<file path="config.mk">
export PLATFORM = sky130hd
export DESIGN_NAME = cordic_pipe
export DESIGN_NICKNAME = d
export VERILOG_FILES = /design/src/rtl/cordic_pkg.sv /design/src/rtl/cordic_rot_stage.sv /design/src/rtl/cordic_scale_stage.sv /design/src/rtl/cordic_pipe.sv
export SDC_FILE = /design/constraint.sdc
export NUM_CORES = 2
export LEC_CHECK = 0
export BUFFER_PORTS_ARGS = -buffer_cell sky130_fd_sc_hd__buf_2
export CORE_ASPECT_RATIO = 0.9
export CORE_UTILIZATION = 40
export CTS_CLUSTER_DIAMETER = 30
export DETAILED_ROUTE_END_ITERATION = 8
export GPL_ROUTABILITY_DRIVEN = 0
export PLACE_DENSITY = 0.57
export SLEW_MARGIN = 20
export SYNTH_ARGS = -nofsm -noshare
export SYNTH_HDL_FRONTEND = slang
export SYNTH_SLANG_ARGS = --single-unit
export TNS_END_PERCENT = 5
</file>
<file path="constraint.sdc">
create_clock -name clk_i -period 5.88 [get_ports clk_i]
set_input_delay 0.294 -clock clk_i [delete_from_list [all_inputs] [get_ports clk_i]]
set_output_delay 0.294 -clock clk_i [all_outputs]
set_load 0.02 [all_outputs]
</file>
<file path="src/rtl/cordic_pkg.sv">
package cordic_pkg;

  typedef enum logic {
    MODE_ROT = 1'b0,
    MODE_VEC = 1'b1
  } cordic_mode_e;

  localparam real PI_C = 3.14159265358979323846;

  // atan(2^-idx) in binary-angle units with frac_w bits per full turn
  function automatic longint atan_code(input int idx, input int frac_w);
    real t, x2, term, sum;
    if (idx == 0) begin
      sum = PI_C / 4.0;
    end else begin
      t = 1.0;
      for (int k = 0; k < idx; k++) t = t / 2.0;
      x2   = t * t;
      term = t;
      sum  = 0.0;
      for (int k = 0; k < 40; k++) begin
        if (k % 2 == 0) sum = sum + term / real'(2 * k + 1);
        else            sum = sum - term / real'(2 * k + 1);
        term = term * x2;
      end
    end
    return longint'($rtoi(sum * (2.0 ** frac_w) / (2.0 * PI_C) + 0.5));
  endfunction

endpackage

</file>
<file path="src/rtl/cordic_rot_stage.sv">
module cordic_rot_stage
  import cordic_pkg::*;
#(
  parameter int IW    = 22,
  parameter int ZW    = 20,
  parameter int SHIFT = 0,
  parameter logic signed [ZW-1:0] ANGLE = '0
) (
  input  logic                 clk_i,
  input  logic                 rst_ni,
  input  logic                 valid_i,
  input  cordic_mode_e         mode_i,
  input  logic signed [IW-1:0] x_i,
  input  logic signed [IW-1:0] y_i,
  input  logic signed [ZW-1:0] z_i,
  output logic                 valid_o,
  output cordic_mode_e         mode_o,
  output logic signed [IW-1:0] x_o,
  output logic signed [IW-1:0] y_o,
  output logic signed [ZW-1:0] z_o
);

  logic                 dir_pos;
  logic signed [IW-1:0] x_sh, y_sh, x_nx, y_nx;
  logic signed [ZW-1:0] z_nx;

  // rotate: follow sign of z; vector: rotate toward x axis (-sign(x*y))
  always_comb begin
    dir_pos = (mode_i == MODE_VEC) ? (x_i[IW-1] ^ y_i[IW-1]) : ~z_i[ZW-1];
    x_sh    = x_i >>> SHIFT;
    y_sh    = y_i >>> SHIFT;
    x_nx    = dir_pos ? x_i - y_sh : x_i + y_sh;
    y_nx    = dir_pos ? y_i + x_sh : y_i - x_sh;
    z_nx    = dir_pos ? z_i - ANGLE : z_i + ANGLE;
  end

  always_ff @(posedge clk_i or negedge rst_ni) begin
    if (!rst_ni) begin
      valid_o <= 1'b0;
      mode_o  <= MODE_ROT;
      x_o     <= '0;
      y_o     <= '0;
      z_o     <= '0;
    end else begin
      valid_o <= valid_i;
      mode_o  <= mode_i;
      x_o     <= x_nx;
      y_o     <= y_nx;
      z_o     <= z_nx;
    end
  end

  // in vectoring the x path only grows and stays non-negative
  p_vec_x_grows_r6: assert property (@(posedge clk_i) disable iff (!rst_ni)
    (valid_i && mode_i == MODE_VEC && !x_i[IW-1]) |=> (!x_o[IW-1] && x_o >= $past(x_i)));

endmodule

</file>
<file path="src/rtl/cordic_scale_stage.sv">
module cordic_scale_stage
  import cordic_pkg::*;
#(
  parameter int   IW    = 22,
  parameter int   ZW    = 20,
  parameter int   SHIFT = 1,
  parameter logic NEG   = 1'b0
) (
  input  logic                 clk_i,
  input  logic                 rst_ni,
  input  logic                 valid_i,
  input  cordic_mode_e         mode_i,
  input  logic signed [IW-1:0] src_x_i,
  input  logic signed [IW-1:0] src_y_i,
  input  logic signed [IW-1:0] acc_x_i,
  input  logic signed [IW-1:0] acc_y_i,
  input  logic signed [ZW-1:0] z_i,
  output logic                 valid_o,
  output cordic_mode_e         mode_o,
  output logic signed [IW-1:0] src_x_o,
  output logic signed [IW-1:0] src_y_o,
  output logic signed [IW-1:0] acc_x_o,
  output logic signed [IW-1:0] acc_y_o,
  output logic signed [ZW-1:0] z_o
);

  logic signed [IW-1:0] term_x, term_y;

  always_comb begin
    term_x = src_x_i >>> SHIFT;
    term_y = src_y_i >>> SHIFT;
  end

  always_ff @(posedge clk_i or negedge rst_ni) begin
    if (!rst_ni) begin
      valid_o <= 1'b0;
      mode_o  <= MODE_ROT;
      src_x_o <= '0;
      src_y_o <= '0;
      acc_x_o <= '0;
      acc_y_o <= '0;
      z_o     <= '0;
    end else begin
      valid_o <= valid_i;
      mode_o  <= mode_i;
      src_x_o <= src_x_i;
      src_y_o <= src_y_i;
      acc_x_o <= NEG ? acc_x_i - term_x : acc_x_i + term_x;
      acc_y_o <= NEG ? acc_y_i - term_y : acc_y_i + term_y;
      z_o     <= z_i;
    end
  end

endmodule

</file>
<file path="src/rtl/cordic_pipe.sv">
module cordic_pipe
  import cordic_pkg::*;
#(
  parameter int DATA_W  = 16,
  parameter int ANGLE_W = 16,
  parameter int GUARD   = 4,
  parameter int N_ROT   = 16,
  parameter int N_SCALE = 4,
  parameter int unsigned SCALE_SHIFT [N_SCALE] = '{1, 3, 6, 9},
  parameter logic [N_SCALE-1:0] SCALE_NEG = 4'b1100
) (
  input  logic                      clk_i,
  input  logic                      rst_ni,
  input  logic                      valid_i,
  input  logic                      mode_i,
  input  logic signed [DATA_W-1:0]  x_i,
  input  logic signed [DATA_W-1:0]  y_i,
  input  logic signed [ANGLE_W-1:0] z_i,
  output logic                      valid_o,
  output logic                      mode_o,
  output logic signed [DATA_W:0]    x_o,
  output logic signed [DATA_W:0]    y_o,
  output logic signed [ANGLE_W-1:0] z_o
);

  localparam int IW    = DATA_W + 2 + GUARD;
  localparam int ZW    = ANGLE_W + GUARD;
  localparam int OW    = DATA_W + 1;
  localparam int LAT   = N_ROT + N_SCALE;
  localparam int CNT_W = $clog2(LAT + 2) + 1;
  localparam logic signed [IW-1:0] RND_XY = IW'(1) <<< (GUARD - 1);
  localparam logic signed [ZW-1:0] RND_Z  = ZW'(1) <<< (GUARD - 1);
  localparam int Z_TOL = 2 << GUARD;
  localparam int Y_TOL = (IW > N_ROT) ? (1 << (IW - N_ROT + 1)) : 2;

  // rotation chain
  logic                 rv [N_ROT+1];
  cordic_mode_e         rm [N_ROT+1];
  logic signed [IW-1:0] rx [N_ROT+1];
  logic signed [IW-1:0] ry [N_ROT+1];
  logic signed [ZW-1:0] rz [N_ROT+1];

  assign rv[0] = valid_i;
  assign rm[0] = cordic_mode_e'(mode_i);
  assign rx[0] = IW'(x_i) <<< GUARD;
  assign ry[0] = IW'(y_i) <<< GUARD;
  assign rz[0] = ZW'(z_i) <<< GUARD;

  for (genvar i = 0; i < N_ROT; i++) begin : g_rot
    cordic_rot_stage #(
      .IW   (IW),
      .ZW   (ZW),
      .SHIFT(i),
      .ANGLE(ZW'(atan_code(i, ZW)))
    ) u_stage (
      .clk_i  (clk_i),
      .rst_ni (rst_ni),
      .valid_i(rv[i]),
      .mode_i (rm[i]),
      .x_i    (rx[i]),
      .y_i    (ry[i]),
      .z_i    (rz[i]),
      .valid_o(rv[i+1]),
      .mode_o (rm[i+1]),
      .x_o    (rx[i+1]),
      .y_o    (ry[i+1]),
      .z_o    (rz[i+1])
    );
  end

  // gain compensation chain: acc = sum of +/- (src >>> k)
  logic                 sv [N_SCALE+1];
  cordic_mode_e         sm [N_SCALE+1];
  logic signed [IW-1:0] sx [N_SCALE+1];
  logic signed [IW-1:0] sy [N_SCALE+1];
  logic signed [IW-1:0] ax [N_SCALE+1];
  logic signed [IW-1:0] ay [N_SCALE+1];
  logic signed [ZW-1:0] sz [N_SCALE+1];

  assign sv[0] = rv[N_ROT];
  assign sm[0] = rm[N_ROT];
  assign sx[0] = rx[N_ROT];
  assign sy[0] = ry[N_ROT];
  assign ax[0] = '0;
  assign ay[0] = '0;
  assign sz[0] = rz[N_ROT];

  for (genvar k = 0; k < N_SCALE; k++) begin : g_scale
    cordic_scale_stage #(
      .IW   (IW),
      .ZW   (ZW),
      .SHIFT(int'(SCALE_SHIFT[k])),
      .NEG  (SCALE_NEG[k])
    ) u_stage (
      .clk_i  (clk_i),
      .rst_ni (rst_ni),
      .valid_i(sv[k]),
      .mode_i (sm[k]),
      .src_x_i(sx[k]),
      .src_y_i(sy[k]),
      .acc_x_i(ax[k]),
      .acc_y_i(ay[k]),
      .z_i    (sz[k]),
      .valid_o(sv[k+1]),
      .mode_o (sm[k+1]),
      .src_x_o(sx[k+1]),
      .src_y_o(sy[k+1]),
      .acc_x_o(ax[k+1]),
      .acc_y_o(ay[k+1]),
      .z_o    (sz[k+1])
    );
  end

  assign valid_o = sv[N_SCALE];
  assign mode_o  = sm[N_SCALE] == MODE_VEC;
  assign x_o     = OW'((ax[N_SCALE] + RND_XY) >>> GUARD);
  assign y_o     = OW'((ay[N_SCALE] + RND_XY) >>> GUARD);
  assign z_o     = ANGLE_W'((sz[N_SCALE] + RND_Z) >>> GUARD);

  // cycles since the last accepted sample, saturating above LAT
  logic [CNT_W-1:0] since_in_q;
  always_ff @(posedge clk_i or negedge rst_ni) begin
    if (!rst_ni)                        since_in_q <= CNT_W'(LAT + 1);
    else if (valid_i)                   since_in_q <= CNT_W'(1);
    else if (since_in_q <= CNT_W'(LAT)) since_in_q <= since_in_q + CNT_W'(1);
  end

  function automatic logic [IW:0] mag_xy(input logic signed [IW-1:0] v);
    return v[IW-1] ? (IW+1)'(-$signed({v[IW-1], v})) : (IW+1)'(v);
  endfunction

  function automatic logic [ZW:0] mag_z(input logic signed [ZW-1:0] v);
    return v[ZW-1] ? (ZW+1)'(-$signed({v[ZW-1], v})) : (ZW+1)'(v);
  endfunction

  p_valid_window_r1: assert property (@(posedge clk_i) disable iff (!rst_ni)
    valid_o |-> since_in_q <= CNT_W'(LAT));

  p_reset_quiet_r8: assert property (@(posedge clk_i)
    !rst_ni |-> !valid_o);

  p_z_conv_r4: assert property (@(posedge clk_i) disable iff (!rst_ni)
    (rv[N_ROT] && rm[N_ROT] == MODE_ROT) |-> mag_z(rz[N_ROT]) <= (ZW+1)'(Z_TOL));

  p_y_conv_r6: assert property (@(posedge clk_i) disable iff (!rst_ni)
    (rv[N_ROT] && rm[N_ROT] == MODE_VEC) |-> mag_xy(ry[N_ROT]) <= (IW+1)'(Y_TOL));

  p_gain_shrinks_r3: assert property (@(posedge clk_i) disable iff (!rst_ni)
    valid_o |-> (mag_xy(ax[N_SCALE]) <= mag_xy(sx[N_SCALE]) + (IW+1)'(N_SCALE)) &&
                (mag_xy(ay[N_SCALE]) <= mag_xy(sy[N_SCALE]) + (IW+1)'(N_SCALE)));

endmodule

</file>
Yosys cells after proc, flatten, opt, wreduce, memory -nomap -nowiden
Index checks and enable logic that the tools add are counted.
Widths: inputs -> output; s select.
{"block": "totals", "reg_bits": 1444, "inputBits": 52, "out_inout_bits": 52}
{"block": "op_classes", "addsub": 104, "n_mux": 64, "n_bitwise": 32}
{"op": "$mux 22", "n": 32}
{"op": "$mux 20", "n": 16}
{"op": "$add 22x10->22", "n": 2}
{"op": "$add 22x11->22", "n": 2}
{"op": "$add 22x12->22", "n": 2}
{"op": "$add 22x13->22", "n": 2}
{"op": "$add 22x14->22", "n": 2}
{"op": "$add 22x15->22", "n": 2}
{"op": "$add 22x16->22", "n": 2}
{"op": "$add 22x17->22", "n": 2}
{"op": "$add 22x18->22", "n": 2}
{"op": "$add 22x19->22", "n": 2}
{"op": "$add 22x20->22", "n": 2}
{"op": "$add 22x21->22", "n": 2}
{"op": "$add 22x7->22", "n": 2}
{"op": "$add 22x8->22", "n": 2}
{"op": "$add 22x9->22", "n": 2}
{"op": "$sub 22x10->22", "n": 2}
{"op": "$sub 22x11->22", "n": 2}
{"op": "$sub 22x12->22", "n": 2}
{"op": "$sub 22x13->22", "n": 2}
{"op": "$sub 22x14->22", "n": 2}
{"op": "$sub 22x15->22", "n": 2}
{"op": "$sub 22x16->22", "n": 2}
{"op": "49 further kinds", "n": 108}

Longest topological paths before layout
{"block": "logic_depth", "ltp_word": 3, "mapped_depth": 21}

By module
A second synthesis with hierarchy kept.
{"block": "hier_totals", "cells_unflattened": 11170, "area_unflattened_um2": 106562.2}
{"mod": "cordic_scale_stage (g_scale[0].u_stage ...)", "n_inst": 2, "cells_each": 407, "area_per_inst_um2": 4966.0, "seq_area_each_um2": 2752.6}
{"mod": "cordic_rot_stage (g_rot[6].u_stage)", "n_inst": 1, "cells_each": 672, "area_per_inst_um2": 5780.5, "seq_area_each_um2": 1651.6}
{"mod": "cordic_rot_stage (g_rot[5].u_stage)", "n_inst": 1, "cells_each": 592, "area_per_inst_um2": 5484.0, "seq_area_each_um2": 1651.6}
{"mod": "cordic_rot_stage (g_rot[3].u_stage)", "n_inst": 1, "cells_each": 589, "area_per_inst_um2": 5462.7, "seq_area_each_um2": 1651.6}
{"mod": "cordic_rot_stage (g_rot[10].u_stage)", "n_inst": 1, "cells_each": 592, "area_per_inst_um2": 5434.0, "seq_area_each_um2": 1651.6}
{"mod": "cordic_rot_stage (g_rot[9].u_stage)", "n_inst": 1, "cells_each": 575, "area_per_inst_um2": 5391.4, "seq_area_each_um2": 1651.6}
{"mod": "cordic_rot_stage (g_rot[1].u_stage)", "n_inst": 1, "cells_each": 586, "area_per_inst_um2": 5350.1, "seq_area_each_um2": 1651.6}
{"mod": "cordic_rot_stage (g_rot[11].u_stage)", "n_inst": 1, "cells_each": 580, "area_per_inst_um2": 5345.1, "seq_area_each_um2": 1651.6}
{"mod": "cordic_rot_stage (g_rot[4].u_stage)", "n_inst": 1, "cells_each": 576, "area_per_inst_um2": 5327.6, "seq_area_each_um2": 1651.6}
{"mod": "cordic_rot_stage (g_rot[12].u_stage)", "n_inst": 1, "cells_each": 573, "area_per_inst_um2": 5317.6, "seq_area_each_um2": 1651.6}
{"mod": "cordic_rot_stage (g_rot[8].u_stage)", "n_inst": 1, "cells_each": 580, "area_per_inst_um2": 5316.3, "seq_area_each_um2": 1651.6}
{"mod": "cordic_rot_stage (g_rot[15].u_stage)", "n_inst": 1, "cells_each": 576, "area_per_inst_um2": 5312.6, "seq_area_each_um2": 1651.6}
{"mod": "cordic_rot_stage (g_rot[0].u_stage)", "n_inst": 1, "cells_each": 588, "area_per_inst_um2": 5306.3, "seq_area_each_um2": 1626.6}
{"mod": "cordic_rot_stage (g_rot[7].u_stage)", "n_inst": 1, "cells_each": 578, "area_per_inst_um2": 5250.0, "seq_area_each_um2": 1651.6}
{"mod": "+6 rows"}

Worst setup path after synthesis
Ideal clock, no wire load.
{"block": "synth_timing", "kind": "reg-to-reg", "from": "register g_rot[5].u_stage.y_o[21]", "to": "register g_rot[6].u_stage.y_o[21]", "setup_ns": 0.124, "t_arrival_ns": 4.474, "setup_slack_ns": 1.281, "path_stages_with_launch": 19, "path_buffers": 3, "path_cell_list": "dfrtp_1 > clkbuf_1 > xnor2_1 > mux2i_1 > clkbuf_1 > buf_1 > nor2_1 > xor2_1 > ha_1 > o21a_1 > a211oi_1 > nor3_1 > nor3_1 > o21bai_1 > a41o_1 > and4_1 > a2111oi_2 > a21oi_1 > xnor2_1"}
{"block": "synth_between", "elab_chain_cells": 3, "word_cells_on_any_way": 5, "classes_between": "add/sub (2); mux (2); bitwise (1)"}
{"element": "start, declared", "line_no": "cordic_rot_stage.sv:19", "rtl": "output logic signed [IW-1:0] y_o,"}
{"element": "start signal, assigned", "line_no": "cordic_rot_stage.sv:48", "rtl": "y_o <= y_nx;"}
{"element": "branches (longest 2 deep; another with $sub 22x16->22)"}
{"element": "$mux 22 *", "line_no": "cordic_rot_stage.sv:33", "rtl": "y_nx = dir_pos ? y_i + x_sh : y_i - x_sh;"}
{"element": "net g_rot[6].u_stage.y_nx[21]", "line_no": "cordic_rot_stage.sv:24", "rtl": "logic signed [IW-1:0] x_sh, y_sh, x_nx, y_nx;"}
{"element": "end signal, assigned", "line_no": "cordic_rot_stage.sv:48"}
{"element": "end, declared", "line_no": "cordic_rot_stage.sv:19"}
Mark *: on every way through the listed nets, which the timed path passes.

Final worst setup path
{"block": "layout_timing", "from": "register g_rot[1].u_stage.x_o[21]", "to": "register g_rot[2].u_stage.y_o[21]"}
{"block": "layout_between", "elab_chain_cells": 3, "word_cells_on_any_way": 5, "classes_between": "add/sub (2); mux (2); bitwise (1)"}
{"element": "start, declared", "line_no": "cordic_rot_stage.sv:18", "rtl": "output logic signed [IW-1:0] x_o,"}
{"element": "start signal, assigned", "line_no": "cordic_rot_stage.sv:47", "rtl": "x_o <= x_nx;"}
{"element": "branches (longest 2 deep; another with $sub 22x20->22)"}
{"element": "$mux 22 *", "line_no": "cordic_rot_stage.sv:33"}
{"element": "net g_rot[2].u_stage.y_nx[21]", "line_no": "cordic_rot_stage.sv:24"}
{"element": "end signal, assigned", "line_no": "cordic_rot_stage.sv:48"}
{"element": "end, declared", "line_no": "cordic_rot_stage.sv:19"}
Marked as above.

==> impl_metrics.env <==
export IMPL_via_count=67750
export IMPL_drt_first_pass_iters=5
export IMPL_cp_slowest_cell="a21o_1"
export IMPL_period_needed_ns=5.072
export IMPL_cts_tree="done"
export IMPL_hold_viol_final=0
export IMPL_cp_arrival_ns=5.85
export IMPL_cp_common_cell="a21oi_1"
export IMPL_synth_edf_count=0
export IMPL_cp_slowest_stage_delay_ns=0.52
export IMPL_path_max_fanout=18
export IMPL_syn_inst=9151
export IMPL_yosysSeqAreaShare_pct=37.05
export IMPL_max_slew_margin_pct=34.00
export IMPL_route_detailed_drc=0
export IMPL_wl_um=217400
export IMPL_antenna_found_initial=1
export IMPL_vias_per_cell=5.338
export IMPL_overflow=0
export IMPL_htree_levels=5
export IMPL_postCtsSetupBuffers=0
export IMPL_fin_setup_tns_ns=0
export IMPL_dieArea_mm2=0.2239
export IMPL_critical_path_startpoint_type="register"
export IMPL_drv_slew=0
export IMPL_multi_input_area_mm2=0.05383
export IMPL_synthDistinctLibCells=85
export IMPL_rsz0062_at_grt="false"
export IMPL_ys_ff_latch=1315
export IMPL_synth_warnings=0
export IMPL_grt_pass1_wl_um=354200
export IMPL_n_fill_cell=20230
export IMPL_layout_nets=10810
export IMPL_syn_cell_area_mm2=0.08881
export IMPL_grt_max_degree=139
export IMPL_clkLatencyLatePin_ns=0.92
export IMPL_cts_sinks=1315
export IMPL_worstSetupPathType="register to register"
export IMPL_dp_hpwl_um=170000
export IMPL_yosysTopAreaCellShare_pct=37.05
export IMPL_syn_area_per_cell_um2=9.705
export IMPL_drt_iter0_drc=4002
export IMPL_ys_flop_type="dfrtp_1"
export IMPL_synthArstFlopShare_pct=100.0
export IMPL_wl_per_cell_um=17.13
export IMPL_initial_core_util_pct=40.39
export IMPL_root_buffer="clkbuf_16"
export IMPL_ios=104
export IMPL_fp_coreArea_mm2=0.2199
export IMPL_seq_area_mm2=0.03291
export IMPL_critical_path_buf_inv_count=1
export IMPL_drive_gt1_share_pct=8.058
export IMPL_rows=163
export IMPL_status="complete, no violations"
export IMPL_clkSlewWorstSetupHoldPaths_ns=0.05
export IMPL_die_y_um=449.0
export IMPL_first_global_vias=68570
export IMPL_yosys_top_cells_count="1315 x dfrtp_1, 1141 x ha_1, 894 x xnor2_1, 868 x a21oi_1, 714 x nor2_1"
export IMPL_track_usage_pct=19.30
export IMPL_path_delay_family="compound AO/OA/AOI/OAI gates"
export IMPL_ys_top_cells_by_area="dfrtp_1 37%, ha_1 16%, xnor2_1 8.8%"
export IMPL_dieWidth_um=498.7
export IMPL_postRouteAntennaNets=0
export IMPL_syn_to_final_growth_pct=17.72
export IMPL_finalCritPeriodShare_pct=86.26
export IMPL_maxCapViolCount=0
export IMPL_critical_path_endpoint_type="register"
export IMPL_clockBufferDepth=4
export IMPL_hp_class="primary input to register"
export IMPL_cts_made_buffers=316
export IMPL_finClkSkew_ns=0.07720
export IMPL_critPathRequiredTime_ns=6.65
export IMPL_setup_viol=0
export IMPL_yosys_area_top_type="dfrtp_1"
export IMPL_post_synth_top_count_cell="dfrtp_1"
export IMPL_path_cells="xnor2_1, a21o_1, inv_1, nor2_1, xor2_1, ha_1, fa_1, a21o_1, a21oi_1, o21bai_1, a21oi_1, o21ai_0, a31o_2, o41ai_1, o2111ai_1, a21oi_1, xnor2_1"
export IMPL_synth_fp_nets=10390
export IMPL_fmax_mhz=197.1
export IMPL_portBuffers=103
export IMPL_worst_pin_slew_ns=0.9796
==> sequential cells by signal, indices dropped and copies added (netlist names), 16 cells and up <==
register / flops
g_rot.u_stage.y_o: 341
g_rot.u_stage.x_o: 340
g_rot.u_stage.z_o: 306
g_scale.u_stage.acc_x_o: 81
g_scale.u_stage.acc_y_o: 81
g_scale.u_stage.z_o: 68
g_scale.u_stage.src_x_o: 29
g_scale.u_stage.src_y_o: 29
g_rot.u_stage.mode_o: 16
g_rot.u_stage.valid_o: 16
==> cells by family after synthesis <==
group | Yosys count | synth area share [%]
other | 1 | 0.004223
buffers and inverters | 588 | 2.490
and+or+nand+nor | 2211 | 11.91
DFF | 1315 | 37.05
xor gates and xnor gates | 1339 | 13.21
muxes | 70 | 0.8214
adders and majority gates | 1191 | 17.20
AOI/OAI and AO/OA | 2436 | 17.31
==> cell type report <==
cell class	count	area share, %
inverter	480	1.723
antenna	1	0.002394
multi-input combinational	7248	51.49
tap	2887	3.455
sequential	1315	31.48
clock inverter	167	2.049
clock buffer	384	8.265
timing repair buffer	210	1.542
==> layer usage <==
layer | global-route usage, % | wire length, um | up-vias
met3 | 2.945 | 8634 | 448
met5 | 0 | 0 | -
li1 | - | - | 33430
met2 | 34.10 | 108000 | 1426
met4 | 7.783 | 8157 | 0
met1 | 23.33 | 92640 | 32450
==> path summary, 6_finish.rpt <==
| kind | from | end | slack [ns] | depth (start not counted) |
|---|---|---|---|---|
| setup / recovery | g_rot[1].u_stage.x_o[21] | g_rot[2].u_stage.y_o[21] | 0.81 | 17 |
| hold / removal | z_i[0] | g_rot[0].u_stage.z_o[4] | 0.06 | 2 |
| setup reg to reg | g_rot[1].u_stage.x_o[21] | g_rot[2].u_stage.y_o[21] | 0.81 | 17 |
| hold reg to reg | g_scale[0].u_stage.z_o[3] | g_scale[1].u_stage.z_o[3] | 0.32 | 0 |
| max in group asynchronous | rst_ni | g_scale[2].u_stage.acc_y_o[18] | 3.85 | 5 |
| min in group asynchronous | rst_ni | g_scale[2].u_stage.z_o[13] | 0.53 | 3 |
==> layout by cell type, fill, tap and decap left out, types with 62 or more instances in the layout <==
cell type      count
xnor2_1          894
nand3_1          175
buf_2            102
a31oi_1           72
nand2_1          456
nor2b_1          127
nor2_1           714
ha_1            1141
nor3_1           206
o21a_1           130
a21oi_1          867
o21ai_0          451
and3_1            66
dlygate4sd3_1     66
a21o_1           316
xor2_1           445
a211oi_1          62
clkbuf_16        322
dfrtp_1         1315
inv_1            479
o21bai_1         109
o31ai_1           82
nand2b_1         142
==> metrics by stage <==
stage                     instances  utilization, %  setup WS, ns  area [um^2]  hold WS [ns]
after floorplan                9151               -         1.281        88810     -0.001591
after global placement        12070           42.34         1.033        93100        0.3314
after detailed placement      12070           42.34         1.005        93100        0.3347
after CTS                     12690           47.55        0.9459       104500      0.002697
after global routing          12690           47.55        0.3675       104500       0.01245
final                         12690           47.55        0.8076       104500       0.06370
==> timing repair <==
action | in CTS | in global routing
resized for setup | 0 | 0
endpoints found under the hold margin | 176 | 0
hold buffers | 66 | 0
Power is not shown: default switching activity piles up to over one toggle a cycle in this logic, so the estimate is an artifact.
